File: src/rtl/g2sr_pkg.sv
package g2sr_pkg;

    localparam int unsigned PHY_AW  = 16;
    localparam int unsigned PHY_DW  = 16;
    localparam int unsigned TRAIN_W = 6;

    localparam logic [PHY_AW-1:0] RXSTAT_ADDR = 16'h100D;
    localparam logic [PHY_AW-1:0] RXOVRD_ADDR = 16'h1005;

    localparam int unsigned RXVALID_BIT  = 0;
    localparam int unsigned OVRD_DEN_BIT = 5;
    localparam int unsigned OVRD_PLL_BIT = 3;

    localparam logic [TRAIN_W-1:0] TRAIN_RCVRLOCK = 6'h0D;

    typedef enum logic [1:0] {
        CHK_OK        = 2'd0,
        CHK_RETRY     = 2'd1,
        CHK_RECOVERED = 2'd2,
        CHK_ERROR     = 2'd3
    } chk_status_e;

    typedef enum logic [2:0] {
        SQ_IDLE,
        SQ_RXSTAT,
        SQ_OVR_RD1,
        SQ_OVR_WR1,
        SQ_HOLD,
        SQ_OVR_RD2,
        SQ_OVR_WR2
    } seq_state_e;

    typedef struct packed {
        logic              we;
        logic [PHY_AW-1:0] addr;
        logic [PHY_DW-1:0] wdata;
    } phy_cmd_t;

    function automatic logic [PHY_DW-1:0] ovrd_mask();
        logic [PHY_DW-1:0] m;
        m = '0;
        m[OVRD_DEN_BIT] = 1'b1;
        m[OVRD_PLL_BIT] = 1'b1;
        return m;
    endfunction

    function automatic logic [PHY_DW-1:0] ovrd_apply(input logic [PHY_DW-1:0] v,
                                                     input logic set_bits);
        return set_bits ? (v | ovrd_mask()) : (v & ~ovrd_mask());
    endfunction

    function automatic phy_cmd_t mk_read(input logic [PHY_AW-1:0] a);
        phy_cmd_t c;
        c.we    = 1'b0;
        c.addr  = a;
        c.wdata = '0;
        return c;
    endfunction

    function automatic phy_cmd_t mk_write(input logic [PHY_AW-1:0] a,
                                          input logic [PHY_DW-1:0] d);
        phy_cmd_t c;
        c.we    = 1'b1;
        c.addr  = a;
        c.wdata = d;
        return c;
    endfunction

endpackage

File: src/rtl/g2sr_phy_access.sv
module g2sr_phy_access
    import g2sr_pkg::*;
#(
    parameter int unsigned TIMEOUT = 64
) (
    input  logic              clk,
    input  logic              rst,
    input  logic              start,
    input  phy_cmd_t          cmd,
    output logic              phy_req,
    output logic              phy_we,
    output logic [PHY_AW-1:0] phy_addr,
    output logic [PHY_DW-1:0] phy_wdata,
    input  logic              phy_ack,
    input  logic [PHY_DW-1:0] phy_rdata,
    output logic              done,
    output logic              tout,
    output logic [PHY_DW-1:0] rdata
);

    localparam int unsigned CW = $clog2(TIMEOUT + 1);
    localparam logic [CW-1:0] LAST = CW'(TIMEOUT - 1);

    logic          req_q;
    phy_cmd_t      cmd_q;
    logic [CW-1:0] wait_q;
    logic          done_q;
    logic          tout_q;
    logic [PHY_DW-1:0] rdata_q;

    always_ff @(posedge clk) begin
        if (rst) begin
            req_q   <= 1'b0;
            cmd_q   <= '0;
            wait_q  <= '0;
            done_q  <= 1'b0;
            tout_q  <= 1'b0;
            rdata_q <= '0;
        end else begin
            done_q <= 1'b0;
            tout_q <= 1'b0;
            if (req_q) begin
                if (phy_ack) begin
                    req_q   <= 1'b0;
                    done_q  <= 1'b1;
                    rdata_q <= phy_rdata;
                end else if (wait_q == LAST) begin
                    req_q  <= 1'b0;
                    tout_q <= 1'b1;
                end else begin
                    wait_q <= wait_q + 1'b1;
                end
            end else if (start) begin
                req_q  <= 1'b1;
                cmd_q  <= cmd;
                wait_q <= '0;
            end
        end
    end

    assign phy_req   = req_q;
    assign phy_we    = cmd_q.we;
    assign phy_addr  = cmd_q.addr;
    assign phy_wdata = cmd_q.wdata;
    assign done      = done_q;
    assign tout      = tout_q;
    assign rdata     = rdata_q;

endmodule

File: src/rtl/g2sr_hold_timer.sv
module g2sr_hold_timer #(
    parameter int unsigned HOLD_CYCLES = 100000
) (
    input  logic clk,
    input  logic rst,
    input  logic load,
    output logic expired
);

    localparam int unsigned TW = $clog2(HOLD_CYCLES + 1);
    localparam logic [TW-1:0] INIT = TW'(HOLD_CYCLES - 1);

    logic [TW-1:0] cnt_q;
    logic          run_q;
    logic          exp_q;

    always_ff @(posedge clk) begin
        if (rst) begin
            cnt_q <= '0;
            run_q <= 1'b0;
            exp_q <= 1'b0;
        end else begin
            exp_q <= 1'b0;
            if (load) begin
                cnt_q <= INIT;
                run_q <= 1'b1;
            end else if (run_q) begin
                if (cnt_q == '0) begin
                    run_q <= 1'b0;
                    exp_q <= 1'b1;
                end else begin
                    cnt_q <= cnt_q - 1'b1;
                end
            end
        end
    end

    assign expired = exp_q;

endmodule

File: src/rtl/g2sr_seq.sv
module g2sr_seq
    import g2sr_pkg::*;
(
    input  logic               clk,
    input  logic               rst,
    input  logic               chk_req,
    input  logic               link_down,
    input  logic [TRAIN_W-1:0] train_state,
    input  logic               acc_done,
    input  logic               acc_tout,
    input  logic [PHY_DW-1:0]  acc_rdata,
    output logic               acc_start,
    output phy_cmd_t           acc_cmd,
    output logic               hold_load,
    input  logic               hold_exp,
    output logic               chk_done,
    output chk_status_e        chk_status,
    output logic               busy
);

    seq_state_e  st_q, st_d;
    logic        fin;
    chk_status_e fin_st;
    logic        done_q;
    chk_status_e status_q;
    logic        in_access;

    assign in_access = (st_q == SQ_RXSTAT) || (st_q == SQ_OVR_RD1) ||
                       (st_q == SQ_OVR_WR1) || (st_q == SQ_OVR_RD2) ||
                       (st_q == SQ_OVR_WR2);

    always_comb begin
        st_d      = st_q;
        acc_start = 1'b0;
        acc_cmd   = '0;
        hold_load = 1'b0;
        fin       = 1'b0;
        fin_st    = CHK_OK;
        if (in_access && acc_tout) begin
            fin    = 1'b1;
            fin_st = CHK_ERROR;
            st_d   = SQ_IDLE;
        end else begin
            case (st_q)
                SQ_IDLE: begin
                    if (chk_req) begin
                        if (link_down) begin
                            fin    = 1'b1;
                            fin_st = CHK_RETRY;
                        end else begin
                            acc_start = 1'b1;
                            acc_cmd   = mk_read(RXSTAT_ADDR);
                            st_d      = SQ_RXSTAT;
                        end
                    end
                end
                SQ_RXSTAT: begin
                    if (acc_done) begin
                        if (!acc_rdata[RXVALID_BIT] && train_state == TRAIN_RCVRLOCK) begin
                            acc_start = 1'b1;
                            acc_cmd   = mk_read(RXOVRD_ADDR);
                            st_d      = SQ_OVR_RD1;
                        end else begin
                            fin    = 1'b1;
                            fin_st = CHK_OK;
                            st_d   = SQ_IDLE;
                        end
                    end
                end
                SQ_OVR_RD1: begin
                    if (acc_done) begin
                        acc_start = 1'b1;
                        acc_cmd   = mk_write(RXOVRD_ADDR, ovrd_apply(acc_rdata, 1'b1));
                        st_d      = SQ_OVR_WR1;
                    end
                end
                SQ_OVR_WR1: begin
                    if (acc_done) begin
                        hold_load = 1'b1;
                        st_d      = SQ_HOLD;
                    end
                end
                SQ_HOLD: begin
                    if (hold_exp) begin
                        acc_start = 1'b1;
                        acc_cmd   = mk_read(RXOVRD_ADDR);
                        st_d      = SQ_OVR_RD2;
                    end
                end
                SQ_OVR_RD2: begin
                    if (acc_done) begin
                        acc_start = 1'b1;
                        acc_cmd   = mk_write(RXOVRD_ADDR, ovrd_apply(acc_rdata, 1'b0));
                        st_d      = SQ_OVR_WR2;
                    end
                end
                SQ_OVR_WR2: begin
                    if (acc_done) begin
                        fin    = 1'b1;
                        fin_st = CHK_RECOVERED;
                        st_d   = SQ_IDLE;
                    end
                end
                default: st_d = SQ_IDLE;
            endcase
        end
    end

    always_ff @(posedge clk) begin
        if (rst) begin
            st_q     <= SQ_IDLE;
            done_q   <= 1'b0;
            status_q <= CHK_OK;
        end else begin
            st_q   <= st_d;
            done_q <= fin;
            if (fin) begin
                status_q <= fin_st;
            end
        end
    end

    assign chk_done   = done_q;
    assign chk_status = status_q;
    assign busy       = (st_q != SQ_IDLE);

endmodule

File: src/rtl/gen2_stall_recovery.sv
module gen2_stall_recovery
    import g2sr_pkg::*;
#(
    parameter int unsigned HOLD_CYCLES = 100000,
    parameter int unsigned ACC_TIMEOUT = 64
) (
    input  logic        clk,
    input  logic        rst,
    input  logic        chk_req,
    input  logic        link_down,
    input  logic [5:0]  train_state,
    output logic        phy_req,
    output logic        phy_we,
    output logic [15:0] phy_addr,
    output logic [15:0] phy_wdata,
    input  logic        phy_ack,
    input  logic [15:0] phy_rdata,
    output logic        chk_done,
    output logic [1:0]  chk_status
);

    logic              acc_start;
    phy_cmd_t          acc_cmd;
    logic              acc_done;
    logic              acc_tout;
    logic [PHY_DW-1:0] acc_rdata;
    logic              hold_load;
    logic              hold_exp;
    chk_status_e       status_e;
    logic              busy;

    g2sr_seq u_seq (
        .clk         (clk),
        .rst         (rst),
        .chk_req     (chk_req),
        .link_down   (link_down),
        .train_state (train_state),
        .acc_done    (acc_done),
        .acc_tout    (acc_tout),
        .acc_rdata   (acc_rdata),
        .acc_start   (acc_start),
        .acc_cmd     (acc_cmd),
        .hold_load   (hold_load),
        .hold_exp    (hold_exp),
        .chk_done    (chk_done),
        .chk_status  (status_e),
        .busy        (busy)
    );

    g2sr_phy_access #(.TIMEOUT(ACC_TIMEOUT)) u_acc (
        .clk       (clk),
        .rst       (rst),
        .start     (acc_start),
        .cmd       (acc_cmd),
        .phy_req   (phy_req),
        .phy_we    (phy_we),
        .phy_addr  (phy_addr),
        .phy_wdata (phy_wdata),
        .phy_ack   (phy_ack),
        .phy_rdata (phy_rdata),
        .done      (acc_done),
        .tout      (acc_tout),
        .rdata     (acc_rdata)
    );

    g2sr_hold_timer #(.HOLD_CYCLES(HOLD_CYCLES)) u_hold (
        .clk     (clk),
        .rst     (rst),
        .load    (hold_load),
        .expired (hold_exp)
    );

    assign chk_status = status_e;

endmodule

File: config.mk
export PLATFORM = sky130hd
export DESIGN_NAME = gen2_stall_recovery
export DESIGN_NICKNAME = d
export VERILOG_FILES = /design/src/rtl/g2sr_pkg.sv /design/src/rtl/g2sr_phy_access.sv /design/src/rtl/g2sr_hold_timer.sv /design/src/rtl/g2sr_seq.sv /design/src/rtl/gen2_stall_recovery.sv
export SDC_FILE = /design/constraint.sdc
export NUM_CORES = 1
export LEC_CHECK = 0
export BUFFER_PORTS_ARGS = -buffer_cell sky130_fd_sc_hd__buf_2
export CAP_MARGIN = 20
export CORE_UTILIZATION = 30
export CTS_CLUSTER_DIAMETER = 200
export DETAILED_ROUTE_END_ITERATION = 6
export SYNTH_ARGS = -nofsm -noshare
export SYNTH_HDL_FRONTEND = slang
export SYNTH_SLANG_ARGS = --single-unit
File: constraint.sdc
create_clock -name clk -period 2.3 [get_ports clk]
set_clock_uncertainty 0.1 [all_clocks]
set_input_delay 0.23 -clock clk [delete_from_list [all_inputs] [get_ports clk]]
set_output_delay 0.23 -clock clk [all_outputs]
set_load 0.02 [all_outputs]
==> results of run 1 <==
[cells by family (layout without fill, tap and decap cells)]
kind of cell,Yosys count,after routing,share of synthesized area
adder cells (fa/ha/maj),3,3,0.01238
XOR/XNOR,11,11,0.03178
multiplexers,3,3,0.01032
buffers and inverters,40,86,0.06851
AND/OR/NAND/NOR,169,169,0.2840
AO/OA/AOI/OAI,78,78,0.1494
other,1,12,0.001237
flip-flops,67,67,0.4424
[state kept, by name, summed over array words and instances (netlist names)]
| signal | cells |
|---|---|
| u_acc.tout | 1 |
| u_seq.st_q | 3 |
| u_acc.rdata | 14 |
| u_acc.phy_wdata | 15 |
| u_acc.done | 1 |
| u_acc.phy_we | 1 |
| u_hold.run_q | 1 |
| u_seq.chk_done | 1 |
| u_seq.chk_status | 2 |
| u_hold.cnt_q | 17 |
| u_acc.phy_req | 1 |
| u_acc.wait_q | 7 |
| u_hold.expired | 1 |
| u_acc.phy_addr | 2 |
[per-layer routing]
layer  vias up  wire length, µm  GRT usage
li1       1379                -          -
met1      1264             3388     0.1801
met2        65             3151     0.2226
met3        13              254    0.02305
met4         0              167    0.08901
met5         -                0          0
[stage by stage]
stage	cells	setup WS (ns)	utilization
CTS	562	0.1691	0.3753
finish	562	0.1711	0.3753
floorplan	383	0.2008	-
global route	562	0.01805	0.3753
detailed placement	545	0.1725	0.3487
global placement	545	0.1849	0.3487
[worst min-delay path by stage]
stage	startpoint	to	slack (ns)	depth (start not counted)
global placement	u_acc.wait_q[6]$_SDFFE_PP0P_	u_acc.wait_q[6]$_SDFFE_PP0P_	0.33	1
finish	phy_rdata[6]	u_acc.rdata[6]$_SDFFE_PP0P_	0.02	3
global route	phy_rdata[9]	u_acc.rdata[9]$_SDFFE_PP0P_	0.01	3
detailed placement	u_acc.wait_q[6]$_SDFFE_PP0P_	u_acc.wait_q[6]$_SDFFE_PP0P_	0.34	1
CTS	phy_rdata[9]	u_acc.rdata[9]$_SDFFE_PP0P_	0.002	3
floorplan	phy_rdata[10]	u_acc.rdata[10]$_SDFFE_PP0P_	0.27	2
[power by group through the flow]
stage	combinational, mW	clock, mW	sequential [mW]
3_3_place_gp	0.141	0	1.21
2_1_floorplan	0.104	0	1.21
4_1_cts	0.144	1.25	1.18
6_report	0.143	1.22	1.18
5_1_grt	0.160	1.31	1.18
3_5_place_dp	0.142	0	1.21
[synthesized netlist by cell type, types with 4 or more instances]
cell | instances | share of area
nand2_1 | 60 | 0.074
nand2b_1 | 5 | 0.010
nor3b_1 | 6 | 0.015
buf_4 | 15 | 0.037
a21oi_1 | 49 | 0.081
nor3_1 | 13 | 0.021
nor4_1 | 6 | 0.012
clkbuf_1 | 19 | 0.024
nand3_1 | 25 | 0.041
a31oi_1 | 5 | 0.010
xnor2_1 | 8 | 0.023
or3_1 | 4 | 0.0083
o21ai_0 | 8 | 0.013
nor2_1 | 24 | 0.030
inv_1 | 5 | 0.0062
dfxtp_1 | 67 | 0.44
[final cells by class]
class | instances | area [µm²]
clock buffers | 10 | 137.6
clock inverters | 6 | 112.6
fillers | 1031 | 6106
inverters | 5 | 18.77
multi-input cells | 276 | 1524
flip-flops and latches | 67 | 1341
well taps | 133 | 166.4
repair buffers | 65 | 367.9
[critical path: stages (launching register included)]
cell and delay, ns:
dfxtp_1 0.35, or4_4 0.53, or3_1 0.33, or4b_1 0.49, xor2_1 0.18, nor2_2 0.04
[what timing repair did]
item                      4_1_cts  5_1_grt
resized for setup               0        0
hold buffers                    1        0
hold endpoints to repair        1        0
[layout by cell type, fill, tap and decap left out, types with 3 or more instances in the layout]
| cell | Yosys | routed |
|---|---|---|
| nor4_1 | 6 | 6 |
| conb_1 | 1 | 12 |
| o2bb2ai_1 | 3 | 3 |
| clkbuf_8 | 0 | 10 |
| o21ai_0 | 8 | 8 |
| nor2_1 | 24 | 24 |
| dfxtp_1 | 67 | 67 |
| a21oi_1 | 49 | 49 |
| buf_4 | 15 | 15 |
| bufinv_16 | 0 | 3 |
| nor3b_1 | 6 | 6 |
| inv_1 | 5 | 5 |
| buf_2 | 1 | 49 |
| nand3_1 | 25 | 25 |
| a31oi_1 | 5 | 5 |
| or3_1 | 4 | 4 |
| nand4b_1 | 3 | 3 |
| nand2b_1 | 5 | 5 |
| nand2_1 | 60 | 60 |
| ha_1 | 3 | 3 |
| nand3b_1 | 3 | 3 |
| xor2_1 | 3 | 3 |
| nor3_1 | 13 | 13 |
| and3b_1 | 3 | 3 |
| o21a_1 | 3 | 3 |
| xnor2_1 | 8 | 8 |
==> run_results.csv, run 1 <==
group,metric,value,unit
run_status,run_status,"finished clean",
grt,first_global_vias,2514,
yosys,synth_cell_types,51,
power,power.ir.vdd_worst,0.0002524,V
detailed_routing,antenna_left,0,
setup_path,crit_path_max_fanout,4,
yosys,async_flop_share,0,
clocking,post_cts_buffers,0,
placed_design,post-dp-hpwl,4.760,mm
power,share_clk_of_total_power,0.480,
power,power.internal,1.972,mW
yosys,synth_enable_flop_cells,0,
timing,fin_worst_hold_slack,0.01984,ns
setup_path,required_time_worst_endpoint,2.43,ns
floorplan,total_core_area,9774,µm²
placed_design,port_buffer_count,49,
detailed_routing,post_detailed_route_wirelength_per_cell,12.39,µm
power,totalPowerFinal,2.542,mW
floorplan,dieHeight,102.5,µm
detailed_routing,vias,2721,
detailed_routing,via_per_inst,4.842,
placed_design,place.gp.congestion,0.7830,
final_layout,fin_nets,454,
timing,finalCritPeriodShare,0.9256,
yosys,syn_inst,372,
setup_path,sort_of_element_at_the_start_of_the_critical_path,"register",
floorplan,fp.dieW,102.5,µm
setup_path,worst_r2r_path_depth,5,
clocking,cts_tree,"built",
clocking,ctsRootBufferMaster,"clkbuf_8",
final_layout,n_antenna_cell,0,
grt,grt_remaining_overflow,0,
power,power.leakage,1.417,nW
setup_path,flop2flop_setup_slack,0.17,ns
grt,antenna_found_initial,0,
floorplan,floorplan.io_pins,64,
setup_path,timing.critical_path.from,"u_hold.cnt_q[9]$_SDFFE_PP0P_",
yosys,yosysWarnings,0,
yosys,synth_top_flop_cell,"dfxtp_1",
detailed_routing,post-route-drc-count,0,
power,power_density,693.0,nW/µm²
timing,final_critical_path_required_period,2.129,ns
clocking,clk_pin_slew,0.07,ns
power,sequential_fraction_of_design_power,0.464,
yosys,syn-mean-instance-area,8.150,µm²
setup_path,worst-endpoint-arrival,2.26,ns
detailed_routing,dr.first_iter.drc_count,110,
timing,worst_pin_slew,0.6110,ns
timing,setup-violations-final,0,
floorplan,die_area,10510,µm²
timing,final_max_slew_viol_count,0,
min_path,worst_hold_path_type,"in2reg",
grt,grt_first_pass_wirelength,11.54,mm
timing,timing.slew.headroom,0.5917,
power,p_comb_frac,0.056,
yosys,synthesis.area,3032,µm²
floorplan,floorplan.initialDensity,0.3102,
power,power_switching,0.5703,mW
detailed_routing,totalWireLength,6.962,mm
clocking,cts-buffers-inserted,9,
timing,max_clock_freq,469.7,MHz
grt,largest_net_degree_at_the_start_of_global_routing,24,
timing,rsz_0062_raised_after_global_routing,"false",
setup_path,worst_setup_path_end_kind,"register",
final_layout,layout.cell_area.non_filler,3669,µm²
timing,final_hold_violating_endpoints,0,
run,cap_viol_max_count,0,
detailed_routing,drt-pass1-iter-count,4,
yosys,part_of_the_yosys_area_used_for_sequential_elements,0.4424,
clocking,insertion_delay,0.34,ns
final_layout,ratio_of_cells_with_drive_above_1_in_the_final_layout,0.1981,
setup_path,critPathKind,"reg2reg",
clocking,ctsHtreeMaxLevel,3,
setup_path,termination_of_the_worst_setup_path,"u_hold.cnt_q[14]$_SDFFE_PP0P_",
setup_path,reg2reg_to,"u_hold.cnt_q[14]$_SDFFE_PP0P_",
final_layout,flow.area_growth_from_synthesis,21.01,%
power,power.switching_fraction,0.2243,
clocking,cts_sinks,67,
clocking,clock_path_buffers,2,
placed_design,placed_cell_area,3408,µm²
yosys,ys_ff_latch,67,
setup_path,r2r-start,"u_hold.cnt_q[9]$_SDFFE_PP0P_",
grt,globalRouteTotalUtil,0.1413,
timing,timing.setup.tns,0,ns
floorplan,placementRows,36,
No activity file was read; power rests on OpenSTA's default activity.
==> run 2: changes to the inputs <==
Settings changed: SETUP_SLACK_MARGIN from default to 0.4.
==> run 2 against run 1 <==
Compared with the run above: cell count rose by 0.71%; flip-flop and latch count unchanged; critical path type unchanged; critical path depth stayed put; via count rose by 0.48%; utilization increased by 0.74 points; non-clock buffer count up 4; sequential power about the same; hold slack worse by 0.015 ns; critical endpoint unchanged; final area is 2.0% higher.
==> run_results.csv, run 2 (same netlist as run 1, synthesis figures left out) <==
group,metric,value,unit
final_layout,postLayoutCoreUtil,0.3827,
clocking,clock_path_buffers,2,
setup_path,reg2reg_to,"u_hold.cnt_q[14]$_SDFFE_PP0P_",
detailed_routing,post-route-drc-count,0,
clocking,ctsHtreeMaxLevel,3,
setup_path,critPathTopFamily,"simple AND/OR/NAND/NOR gates",
grt,globalRouteTotalUtil,0.1455,
floorplan,die_area,10510,µm²
setup_path,worst-path-buf-inv,0,
detailed_routing,drt-pass1-iter-count,4,
clocking,clk_pin_slew,0.08,ns
floorplan,floorplan.io_pins,64,
power,power_density,596.1,nW/µm²
placed_design,post-dp-hpwl,4.974,mm
clocking,ctsRootBufferMaster,"clkbuf_8",
power,power.leakage,1.408,nW
floorplan,floorplan.initialDensity,0.3102,
min_path,worst_hold_path_type,"in2reg",
detailed_routing,dr.first_iter.drc_count,112,
grt,first_global_vias,2540,
timing,timing.setup.tns,0,ns
final_layout,multi_input_comb_area,1630,µm²
clocking,cts_sinks,67,
timing,final_hold_violating_endpoints,0,
detailed_routing,vias,2734,
power,sequential_fraction_of_design_power,0.530,
placed_design,place.gp.congestion,0.8571,
setup_path,worst_r2r_path_depth,5,
detailed_routing,post_detailed_route_wirelength_per_cell,13.06,µm
power,power.switching_fraction,0.2620,
grt,grt_first_pass_wirelength,11.79,mm
timing,rsz_0062_raised_after_global_routing,"true",
power,power_switching,0.5844,mW
timing,setup-violations-final,0,
timing,finalCritPeriodShare,0.9127,
timing,final_critical_path_required_period,2.099,ns
floorplan,dieHeight,102.5,µm
final_layout,seqCellArea,1345,µm²
run,cap_viol_max_count,0,
final_layout,final_cell_mix,"64 x dfxtp_1, 59 x nand2_1, 49 x a21oi_1, 49 x buf_2",
clocking,cts-buffers-inserted,9,
setup_path,flop2flop_setup_slack,0.20,ns
setup_path,sort_of_element_at_the_start_of_the_critical_path,"register",
final_layout,largest_register,"u_hold.cnt_q",
placed_design,port_buffer_count,49,
power,totalPowerFinal,2.230,mW
run_status,run_status,"finished clean",
final_layout,most_common_cell_after_layout_fill_and_taps_aside,"dfxtp_1",
final_layout,flow.area_growth_from_synthesis,23.40,%
setup_path,worst-endpoint-arrival,2.24,ns
power,share_clk_of_total_power,0.402,
final_layout,fin_nets,458,
grt,largest_net_degree_at_the_start_of_global_routing,30,
power,power.internal,1.646,mW
timing,timing.slew.headroom,0.6230,
setup_path,required_time_worst_endpoint,2.44,ns
setup_path,termination_of_the_worst_setup_path,"u_hold.cnt_q[14]$_SDFFE_PP0P_",
detailed_routing,antenna_left,0,
setup_path,critical-path-max-stage-delay,0.52,ns
clocking,cts_tree,"built",
final_layout,ratio_of_cells_with_drive_above_1_in_the_final_layout,0.2564,
floorplan,total_core_area,9774,µm²
grt,antenna_found_initial,0,
power,power.ir.vdd_worst,0.0003215,V
setup_path,critPathKind,"reg2reg",
final_layout,n_antenna_cell,0,
floorplan,placementRows,36,
clocking,insertion_delay,0.35,ns
final_layout,fillers,1032,
setup_path,path_depth,5,
timing,max_clock_freq,476.4,MHz
timing,worst_pin_slew,0.5641,ns
final_layout,largest_register_ff_count,17,
setup_path,worst_setup_path_end_kind,"register",
timing,final_max_slew_viol_count,0,
grt,grt_remaining_overflow,0,
detailed_routing,totalWireLength,7.393,mm
floorplan,fp.dieW,102.5,µm
setup_path,crit_path_max_fanout,4,
detailed_routing,via_per_inst,4.830,
setup_path,r2r-start,"u_hold.cnt_q[9]$_SDFFE_PP0P_",
power,p_comb_frac,0.068,
setup_path,timing.critical_path.from,"u_hold.cnt_q[9]$_SDFFE_PP0P_",
setup_path,crit_chain,"or4_4, or3_4, or4b_4, xor2_1, nor2_2",
setup_path,critPathSlowestCell,"or4_4",
==> run 2: changes by cell type in the layout (fill, tap and decap cells not counted), moves of 3 or more <==
cell,before,now
buf_4,15,18
bufinv_16,3,0
dfxtp_1,67,64
dfxtp_2,0,3
nor3_1,13,10
nor3b_1,6,1
nor3b_2,1,5
==> run 2: power by group through the flow <==
| stage | clock network (mW) | logic [mW] | registers [mW] |
|---|---|---|---|
| floorplan | 0 | 0.107 | 1.21 |
| global placement | 0 | 0.145 | 1.21 |
| detailed placement | 0 | 0.147 | 1.21 |
| CTS | 0.920 | 0.149 | 1.18 |
| global route | 0.967 | 0.168 | 1.18 |
| finish | 0.897 | 0.152 | 1.18 |
==> run 2: through the flow <==
stage                     setup slack [ns]  instance area (µm²)  instances  hold WS [ns]
after floorplan                     0.2008                 3094        383        0.2660
after global placement              0.1955                 3423        545        0.3328
after detailed placement            0.1803                 3423        545        0.3364
after CTS                           0.1836                 3643        563      0.006787
after global routing                0.1588                 3741        566      0.008750
final                               0.2009                 3741        566      0.005068
==> run 2: worst min-delay path by stage <==
stage                                         to  depth (start not counted)                    startpoint
global route        u_acc.rdata[15]$_SDFFE_PP0P_                          3                 phy_rdata[15]
finish              u_acc.rdata[15]$_SDFFE_PP0P_                          3                 phy_rdata[15]
CTS                  u_acc.rdata[4]$_SDFFE_PP0P_                          3                  phy_rdata[4]
floorplan           u_acc.rdata[10]$_SDFFE_PP0P_                          2                 phy_rdata[10]
global placement    u_acc.wait_q[6]$_SDFFE_PP0P_                          1  u_acc.wait_q[6]$_SDFFE_PP0P_
detailed placement  u_acc.wait_q[6]$_SDFFE_PP0P_                          1  u_acc.wait_q[6]$_SDFFE_PP0P_
==> run 2: per-layer routing <==
metal,wire [µm],GRT usage
met1,3259,0.1786
met2,3605,0.2390
met3,365,0.02780
met4,163,0.08242
met5,0,0
==> run 2: final cells by class <==
| cell class | instances | area share |
|---|---|---|
| Clock buffer | 10 | 0.03679 |
| Clock inverter | 6 | 0.01070 |
| Inverter | 5 | 0.005017 |
| Multi-Input combinational cell | 276 | 0.4358 |
| Sequential cell | 67 | 0.3595 |
| Tap cell | 133 | 0.04448 |
| Timing Repair Buffer | 69 | 0.1077 |
==> run 2: timing repair <==
action | 4_1_cts | 5_1_grt
hold endpoints to repair | 0 | 0
resized for setup | 6 | 18
setup buffers | 2 | 3
cloned | 0 | 0
pin swaps | 3 | 6
endpoints found under the setup margin | 12 | 36
hold buffers | 0 | 0
==> run 2: worst reg2reg max path: cells and delay by family, from the launching register on <==
| family | cells | cell delay [ns] |
|---|---|---|
| xor gates and xnor gates | 1 | 0.17 |
| and+or+nand+nor | 4 | 1.39 |
| DFF | 1 | 0.34 |
